<file path="config.mk">
export PLATFORM = sky130hd
export DESIGN_NAME = dual_dac_cmd_port
export DESIGN_NICKNAME = d
export VERILOG_FILES = /design/src/rtl/dacif_pkg.sv /design/src/rtl/dacif_sync.sv /design/src/rtl/dacif_shifter.sv /design/src/rtl/dacif_regmap.sv /design/src/rtl/dual_dac_cmd_port.sv
export SDC_FILE = /design/constraint.sdc
export NUM_CORES = 1
export LEC_CHECK = 0
export CORE_MARGIN = 3
export CORE_UTILIZATION = 35
export CTS_BUF_LIST = sky130_fd_sc_hd__clkbuf_8
export CTS_CLUSTER_SIZE = 20
export DETAILED_ROUTE_END_ITERATION = 10
export GPL_ROUTABILITY_DRIVEN = 0
export SLEW_MARGIN = 20
export SYNTH_ARGS = -nofsm -noshare
export SYNTH_HDL_FRONTEND = slang
export SYNTH_HIERARCHICAL = 1
export SYNTH_SLANG_ARGS = --single-unit
</file>
<file path="constraint.sdc">
create_clock -name clk -period 2.5 [get_ports clk]
set_input_delay 0.75 -clock clk [delete_from_list [all_inputs] [get_ports clk]]
set_output_delay 0.75 -clock clk [all_outputs]
set_load 0.05 [all_outputs]
</file>
<file path="src/rtl/dacif_pkg.sv">
// Package: shared widths and encodings for the dual DAC command port.
// Assumes a 16-bit command word with a 4-bit header and a 10-bit code field.
package dacif_pkg;
    localparam int WORD_W  = 16;
    localparam int CODE_W  = 10;
    localparam int HDR_W   = 4;
    localparam int CODE_LSB = WORD_W - HDR_W - CODE_W;

    // Register target taken from header bits {15,12}
    typedef enum logic [1:0] {
        TGT_B_AND_BUF = 2'b00,
        TGT_BUF_ONLY  = 2'b01,
        TGT_A_XFER_B  = 2'b10,
        TGT_CTRL      = 2'b11
    } tgt_e;

    // Reference source code driven to the analog core
    typedef enum logic [1:0] {
        REFSRC_EXT = 2'b00,
        REFSRC_LO  = 2'b01,
        REFSRC_HI  = 2'b10
    } refsrc_e;
endpackage

</file>
<file path="src/rtl/dacif_sync.sv">
// Module: dacif_sync
// Two-flop synchroniser for a bundle of asynchronous pins.
// Assumes each bit is independent; reset value set per bit by RST_VAL.
module dacif_sync #(
    parameter int          W       = 3,
    parameter logic [W-1:0] RST_VAL = '0
) (
    input  logic         clk,
    input  logic         rst_n,
    input  logic [W-1:0] d_i,
    output logic [W-1:0] q_o
);
    genvar g;
    generate
        for (g = 0; g < W; g++) begin : g_bit
            logic s1_q, s2_q;
            // Two register stages to settle metastability
            always_ff @(posedge clk) begin
                if (!rst_n) begin
                    s1_q <= RST_VAL[g];
                    s2_q <= RST_VAL[g];
                end else begin
                    s1_q <= d_i[g];
                    s2_q <= s1_q;
                end
            end
            assign q_o[g] = s2_q;
        end
    endgenerate
endmodule

</file>
<file path="src/rtl/dacif_shifter.sv">
// Module: dacif_shifter
// Detects select and serial-clock edges on synchronised pins.
// Shifts the data in MSB first and emits a one-cycle commit with the word.
// A word is committed after WORD_W bits. It is also committed on select
// rise if at least one bit arrived. Bits after a full word are dropped.
// Assumes the pins are already synchronised to clk.
module dacif_shifter #(
    parameter int WORD_W = 16
) (
    input  logic              clk,
    input  logic              rst_n,
    input  logic              cs_n_s,
    input  logic              sclk_s,
    input  logic              sdi_s,
    output logic              commit_o,
    output logic [WORD_W-1:0] word_o
);
    localparam int CNT_W = $clog2(WORD_W + 1);
    localparam logic [CNT_W-1:0] LAST = CNT_W'(WORD_W - 1);

    logic              cs_q, sclk_q;
    logic [WORD_W-1:0] sh_q;
    logic [CNT_W-1:0]  cnt_q;
    logic              spent_q;

    logic cs_fall, cs_rise, bit_tick;
    logic [WORD_W-1:0] sh_next;

    // Edge history of the synchronised pins
    always_ff @(posedge clk) begin
        if (!rst_n) begin
            cs_q   <= 1'b1;
            sclk_q <= 1'b1;
        end else begin
            cs_q   <= cs_n_s;
            sclk_q <= sclk_s;
        end
    end

    assign cs_fall  = cs_q & ~cs_n_s;
    assign cs_rise  = ~cs_q & cs_n_s;
    assign bit_tick = sclk_q & ~sclk_s & ~cs_n_s;
    assign sh_next  = {sh_q[WORD_W-2:0], sdi_s};

    // Frame assembly and commit generation
    always_ff @(posedge clk) begin
        if (!rst_n) begin
            sh_q     <= '0;
            cnt_q    <= '0;
            spent_q  <= 1'b1;
            commit_o <= 1'b0;
            word_o   <= '0;
        end else begin
            commit_o <= 1'b0;
            if (cs_fall) begin
                sh_q    <= '0;
                cnt_q   <= '0;
                spent_q <= 1'b0;
            end else if (cs_rise) begin
                if (!spent_q && cnt_q != '0) begin
                    commit_o <= 1'b1;
                    word_o   <= sh_q;
                end
                spent_q <= 1'b1;
                cnt_q   <= '0;
            end else if (bit_tick && !spent_q) begin
                sh_q <= sh_next;
                if (cnt_q == LAST) begin
                    commit_o <= 1'b1;
                    word_o   <= sh_next;
                    spent_q  <= 1'b1;
                    cnt_q    <= '0;
                end else begin
                    cnt_q <= cnt_q + 1'b1;
                end
            end
        end
    end
endmodule

</file>
<file path="src/rtl/dacif_regmap.sv">
// Module: dacif_regmap
// Decodes a committed command word into the channel latches, the holding
// buffer and the control register. It also raises an update strobe.
// Assumes commit_i is a single-cycle pulse.
module dacif_regmap
    import dacif_pkg::*;
#(
    parameter int WORD_W = dacif_pkg::WORD_W,
    parameter int CODE_W = dacif_pkg::CODE_W
) (
    input  logic              clk,
    input  logic              rst_n,
    input  logic              commit_i,
    input  logic [WORD_W-1:0] word_i,
    output logic [CODE_W-1:0] code_a_o,
    output logic [CODE_W-1:0] code_b_o,
    output logic [CODE_W-1:0] buf_o,
    output logic              fast_o,
    output logic              pdown_o,
    output logic [1:0]        ref_o,
    output logic              upd_o
);
    localparam int LSB = WORD_W - 4 - CODE_W;

    tgt_e              tgt;
    logic [CODE_W-1:0] code;
    refsrc_e           ref_dec;

    assign tgt  = tgt_e'({word_i[WORD_W-1], word_i[WORD_W-4]});
    assign code = word_i[LSB +: CODE_W];

    // Reference field decode; both unused patterns fall back to external
    always_comb begin
        case (word_i[1:0])
            2'b01:   ref_dec = REFSRC_LO;
            2'b10:   ref_dec = REFSRC_HI;
            default: ref_dec = REFSRC_EXT;
        endcase
    end

    // Latch update on commit
    always_ff @(posedge clk) begin
        if (!rst_n) begin
            code_a_o <= '0;
            code_b_o <= '0;
            buf_o    <= '0;
            fast_o   <= 1'b0;
            pdown_o  <= 1'b0;
            ref_o    <= REFSRC_EXT;
            upd_o    <= 1'b0;
        end else begin
            upd_o <= commit_i;
            if (commit_i) begin
                fast_o  <= word_i[WORD_W-2];
                pdown_o <= word_i[WORD_W-3];
                case (tgt)
                    TGT_B_AND_BUF: begin
                        code_b_o <= code;
                        buf_o    <= code;
                    end
                    TGT_BUF_ONLY: buf_o <= code;
                    TGT_A_XFER_B: begin
                        code_a_o <= code;
                        code_b_o <= buf_o;
                    end
                    default: ref_o <= ref_dec;
                endcase
            end
        end
    end
endmodule

</file>
<file path="src/rtl/dual_dac_cmd_port.sv">
// Module: dual_dac_cmd_port (top)
// Serial command front end of a two-channel DAC. It synchronises the three
// serial pins, assembles command words and applies them to the register map.
// Assumes clk is several times faster than the serial clock. Each serial
// level must hold for at least three clk cycles.
module dual_dac_cmd_port
    import dacif_pkg::*;
#(
    parameter int WORD_W = dacif_pkg::WORD_W,
    parameter int CODE_W = dacif_pkg::CODE_W
) (
    input  logic              clk,
    input  logic              rst_n,
    input  logic              cs_n_i,
    input  logic              sclk_i,
    input  logic              sdi_i,
    output logic [CODE_W-1:0] code_a_o,
    output logic [CODE_W-1:0] code_b_o,
    output logic              fast_o,
    output logic              pdown_o,
    output logic [1:0]        ref_sel_o,
    output logic              upd_o
);
    logic [2:0]        pins_s;
    logic              commit;
    logic [WORD_W-1:0] word;
    logic [CODE_W-1:0] buf_code;

    dacif_sync #(.W(3), .RST_VAL(3'b110)) u_sync (
        .clk   (clk),
        .rst_n (rst_n),
        .d_i   ({cs_n_i, sclk_i, sdi_i}),
        .q_o   (pins_s)
    );

    dacif_shifter #(.WORD_W(WORD_W)) u_shift (
        .clk      (clk),
        .rst_n    (rst_n),
        .cs_n_s   (pins_s[2]),
        .sclk_s   (pins_s[1]),
        .sdi_s    (pins_s[0]),
        .commit_o (commit),
        .word_o   (word)
    );

    dacif_regmap #(.WORD_W(WORD_W), .CODE_W(CODE_W)) u_map (
        .clk      (clk),
        .rst_n    (rst_n),
        .commit_i (commit),
        .word_i   (word),
        .code_a_o (code_a_o),
        .code_b_o (code_b_o),
        .buf_o    (buf_code),
        .fast_o   (fast_o),
        .pdown_o  (pdown_o),
        .ref_o    (ref_sel_o),
        .upd_o    (upd_o)
    );
endmodule

</file>
==> flow_summary.toml <==
[cts]
cts_buffers = 9
post_cts_resized = 0
clk_pin_slew_ns = 0.09
clock_path_buffers = 2
cts_tree = "done"
postCtsHoldBufs = 0
cts.sinks = 82
cts_max_level = 3
clk_root_buffer_cell = "clkbuf_8"
cts_setup_buffers = 0
clk_latency_ns = 0.34

[timing]
rsz0062_at_grt = "false"
fmax_mhz = 441.9
hold_viol = 0
slew_headroom_pct = 50.46
tightest_slew_ns = 0.7416
setup_viol = 0
timing.final.crit_share_pct = 90.52
slew_viol_final = 0
setup_tns_ns = 0
fin_worst_skew_ns = 0.01446
min_period_ns = 2.263

[floorplan]
die_x_um = 104.3
io_pins = 30
start_util_pct = 36.27
dieArea_mm2 = 0.01088
core_mm2 = 0.009328
num_rows = 35
die_h_um = 104.3

[power]
power_switching_w = 0.0004948
comb_power_share_pct = 2.6
internal-power_w = 0.001817
pwr_density_cell_mw_per_mm2 = 589.9
switching_share_pct = 21.40
seqPwrFrac_pct = 56.9
ir_drop_mv = 0.2919
clkPwrFrac_pct = 40.5
power_leakage_nw = 1.404

[setup_path]
slowest_stage = "clkdlybuf4s50_1"
critPathLaunch = "u_map/pdown_o"
cp-end-kind = "output port"
cp-start-kind = "register"
crit_buf_inv = 1
cp-endpoint = "pdown_o"
rrSetupSlack_ns = 0.56
r2r_end = "u_shift/word_o[2]"
crit_required_ns = 1.75
reg2reg_depth = 4
cp.depth = 1
crit_arrival_ns = 1.51
reg2reg_from = "u_shift/spent_q"
cp_slowest_stage_delay_ns = 0.82
crit_type = "register to output port"
crit_family = "buffers and inverters"
path_max_fanout = 2
cp_cell_sequence = "clkdlybuf4s50_1"

[logic_synthesis]
async_flop_share_pct = 0
synth.net_count = 391
yosysSeqAreaShare_pct = 48.52
yosysWarnings = 6
ys_ff_latch = 82
syn-cell-area_mm2 = 0.003383
synth_enable_flop_cells = 0
synth_area_per_cell_um2 = 8.857
synthDistinctLibCells = 33
yosys_most_used_dff = "dfxtp_1"
syn_inst = 382

[flow_run]
maxCapViolCount = 0

[placement]
place_hpwl_mm = 4.372
portBuffers = 29

[detailed_routing]
drc_errors = 0
via_per_inst = 4.675
first_pass_iters = 4
final_antenna_net_count = 0
drt_iter0_markers = 99
routed_wl_mm = 6.575
vias = 2487
wl_per_cell_um = 12.36

[finish]
final_util_pct = 42.01
final_common_cell = "nand2_1"
diodes = 0
regArea_mm2 = 0.001642
synthToLayoutAreaGrowth_pct = 15.83
fillCellCount = 943
drive_gt1_share_pct = 9.926
nNetsFinal = 407
multiInputGateArea_mm2 = 0.001577
mostFrequentLayoutCells = "nand2_1 (106), dfxtp_1 (82), clkdlybuf4s50_1 (28)"

[grt]
grt-ovfl-total = 0
antenna_found_initial = 0
grt_pass1_vias = 2297
grt_max_degree = 83
grt_usage_pct = 12.53
grt_pass1_wl_mm = 11.28

[outcome]
outcome = "finished clean"

[worst_hold_path]
min_path_type = "register to register"
## worst min-delay path by stage
stage | start | endpoint | slack [ns] | depth (start not counted)
floorplan | u_sync/g_bit[1].s1_q | u_sync/g_bit[1].s2_q | 0.39 | 1
global placement | u_sync/g_bit[1].s1_q | u_sync/g_bit[1].s2_q | 0.39 | 1
detailed placement | u_sync/g_bit[2].s1_q | u_sync/g_bit[2].s2_q | 0.40 | 1
CTS | u_sync/g_bit[2].s1_q | u_sync/g_bit[2].s2_q | 0.42 | 1
global route | u_sync/g_bit[2].s1_q | u_sync/g_bit[2].s2_q | 0.44 | 1
finish | u_sync/g_bit[2].s1_q | u_sync/g_bit[2].s2_q | 0.41 | 1
## Yosys cell counts (2+ instances only)
cell	n	share of area [%]
o21ai_0	20	3.0
a21oi_1	26	3.8
nand2b_1	9	1.7
buf_4	5	1.1
nand3b_1	2	0.44
nand3_1	15	2.2
dfxtp_1	82	49
mux2_2	16	5.3
a21boi_1	12	2.7
mux2i_1	21	6.2
nor2b_1	4	0.74
nor2_1	2	0.22
and2_1	3	0.55
ha_1	4	1.5
buf_2	9	1.3
nor3_1	2	0.30
clkbuf_1	12	1.3
o211ai_1	3	0.67
buf_6	2	0.67
o21ai_1	11	1.6
nand2_1	106	12
inv_1	4	0.44
nor4b_1	2	0.52
## state kept, by name, summed over array words and instances, names as in the netlist, 2 cells and up
register / count
u_map/buf_o: 10
u_map/code_a_o: 10
u_map/code_b_o: 10
u_map/ref_o: 2
u_shift/cnt_q: 5
u_shift/sh_q: 16
u_shift/word_o: 16
u_sync/g_bit.s1_q: 3
u_sync/g_bit.s2_q: 3
## cell families after synthesis
logic type                 Yosys count  share of synthesized area [%]
AOI/OAI and AO/OA                   76                          12.98
DFF                                 82                          48.52
adders and majority gates            4                          1.479
buffers and inverters               32                          4.881
muxes                               37                          11.54
xor gates and xnor gates             1                         0.2589
and+or+nand+nor                    150                          20.34
## power groups by stage
stage	combinational, W	sequential (W)	clock (W)
2_1_floorplan	0.0000466	0.00134	0
5_1_grt	0.0000664	0.00132	0.00103
6_report	0.0000594	0.00132	0.000937
3_3_place_gp	0.0000601	0.00135	0
4_1_cts	0.0000610	0.00132	0.000972
3_5_place_dp	0.0000609	0.00135	0
## per-stage QoR
stage / cell area (um2) / total power [W] / instances / hold slack (ns) / setup slack [ns]
6_report: 3919 / 0.002312 / 532 / 0.4147 / 0.2369
5_1_grt: 3919 / 0.002413 / 532 / 0.4374 / 0.1863
4_1_cts: 3919 / 0.002348 / 532 / 0.4181 / 0.2086
3_5_place_dp: 3722 / 0.001407 / 516 / 0.3969 / 0.5907
3_3_place_gp: 3722 / 0.001406 / 516 / 0.3893 / 0.6033
2_1_floorplan: 3383 / 0.001391 / 382 / 0.3863 / 0.7576
## cell type report
type                    instances  share of cell area (%)
well taps                     129                   4.119
clock buffers                  10                   3.512
multi-input cells             268                   40.23
clock inverters                 6                   1.501
inverters                       4                  0.3831
flip-flops and latches         82                   41.89
repair buffers                 33                   8.365
## per-layer routing
layer / up-vias / GRT usage, % / routed length (um)
met2: 55 / 19.56 / 2976
met1: 1106 / 16.83 / 3255
met3: 6 / 2.607 / 244
met5: - / 0 / 0
li1: 1320 / - / -
met4: 0 / 5.128 / 98
No activity file was read; power rests on OpenSTA's default activity.
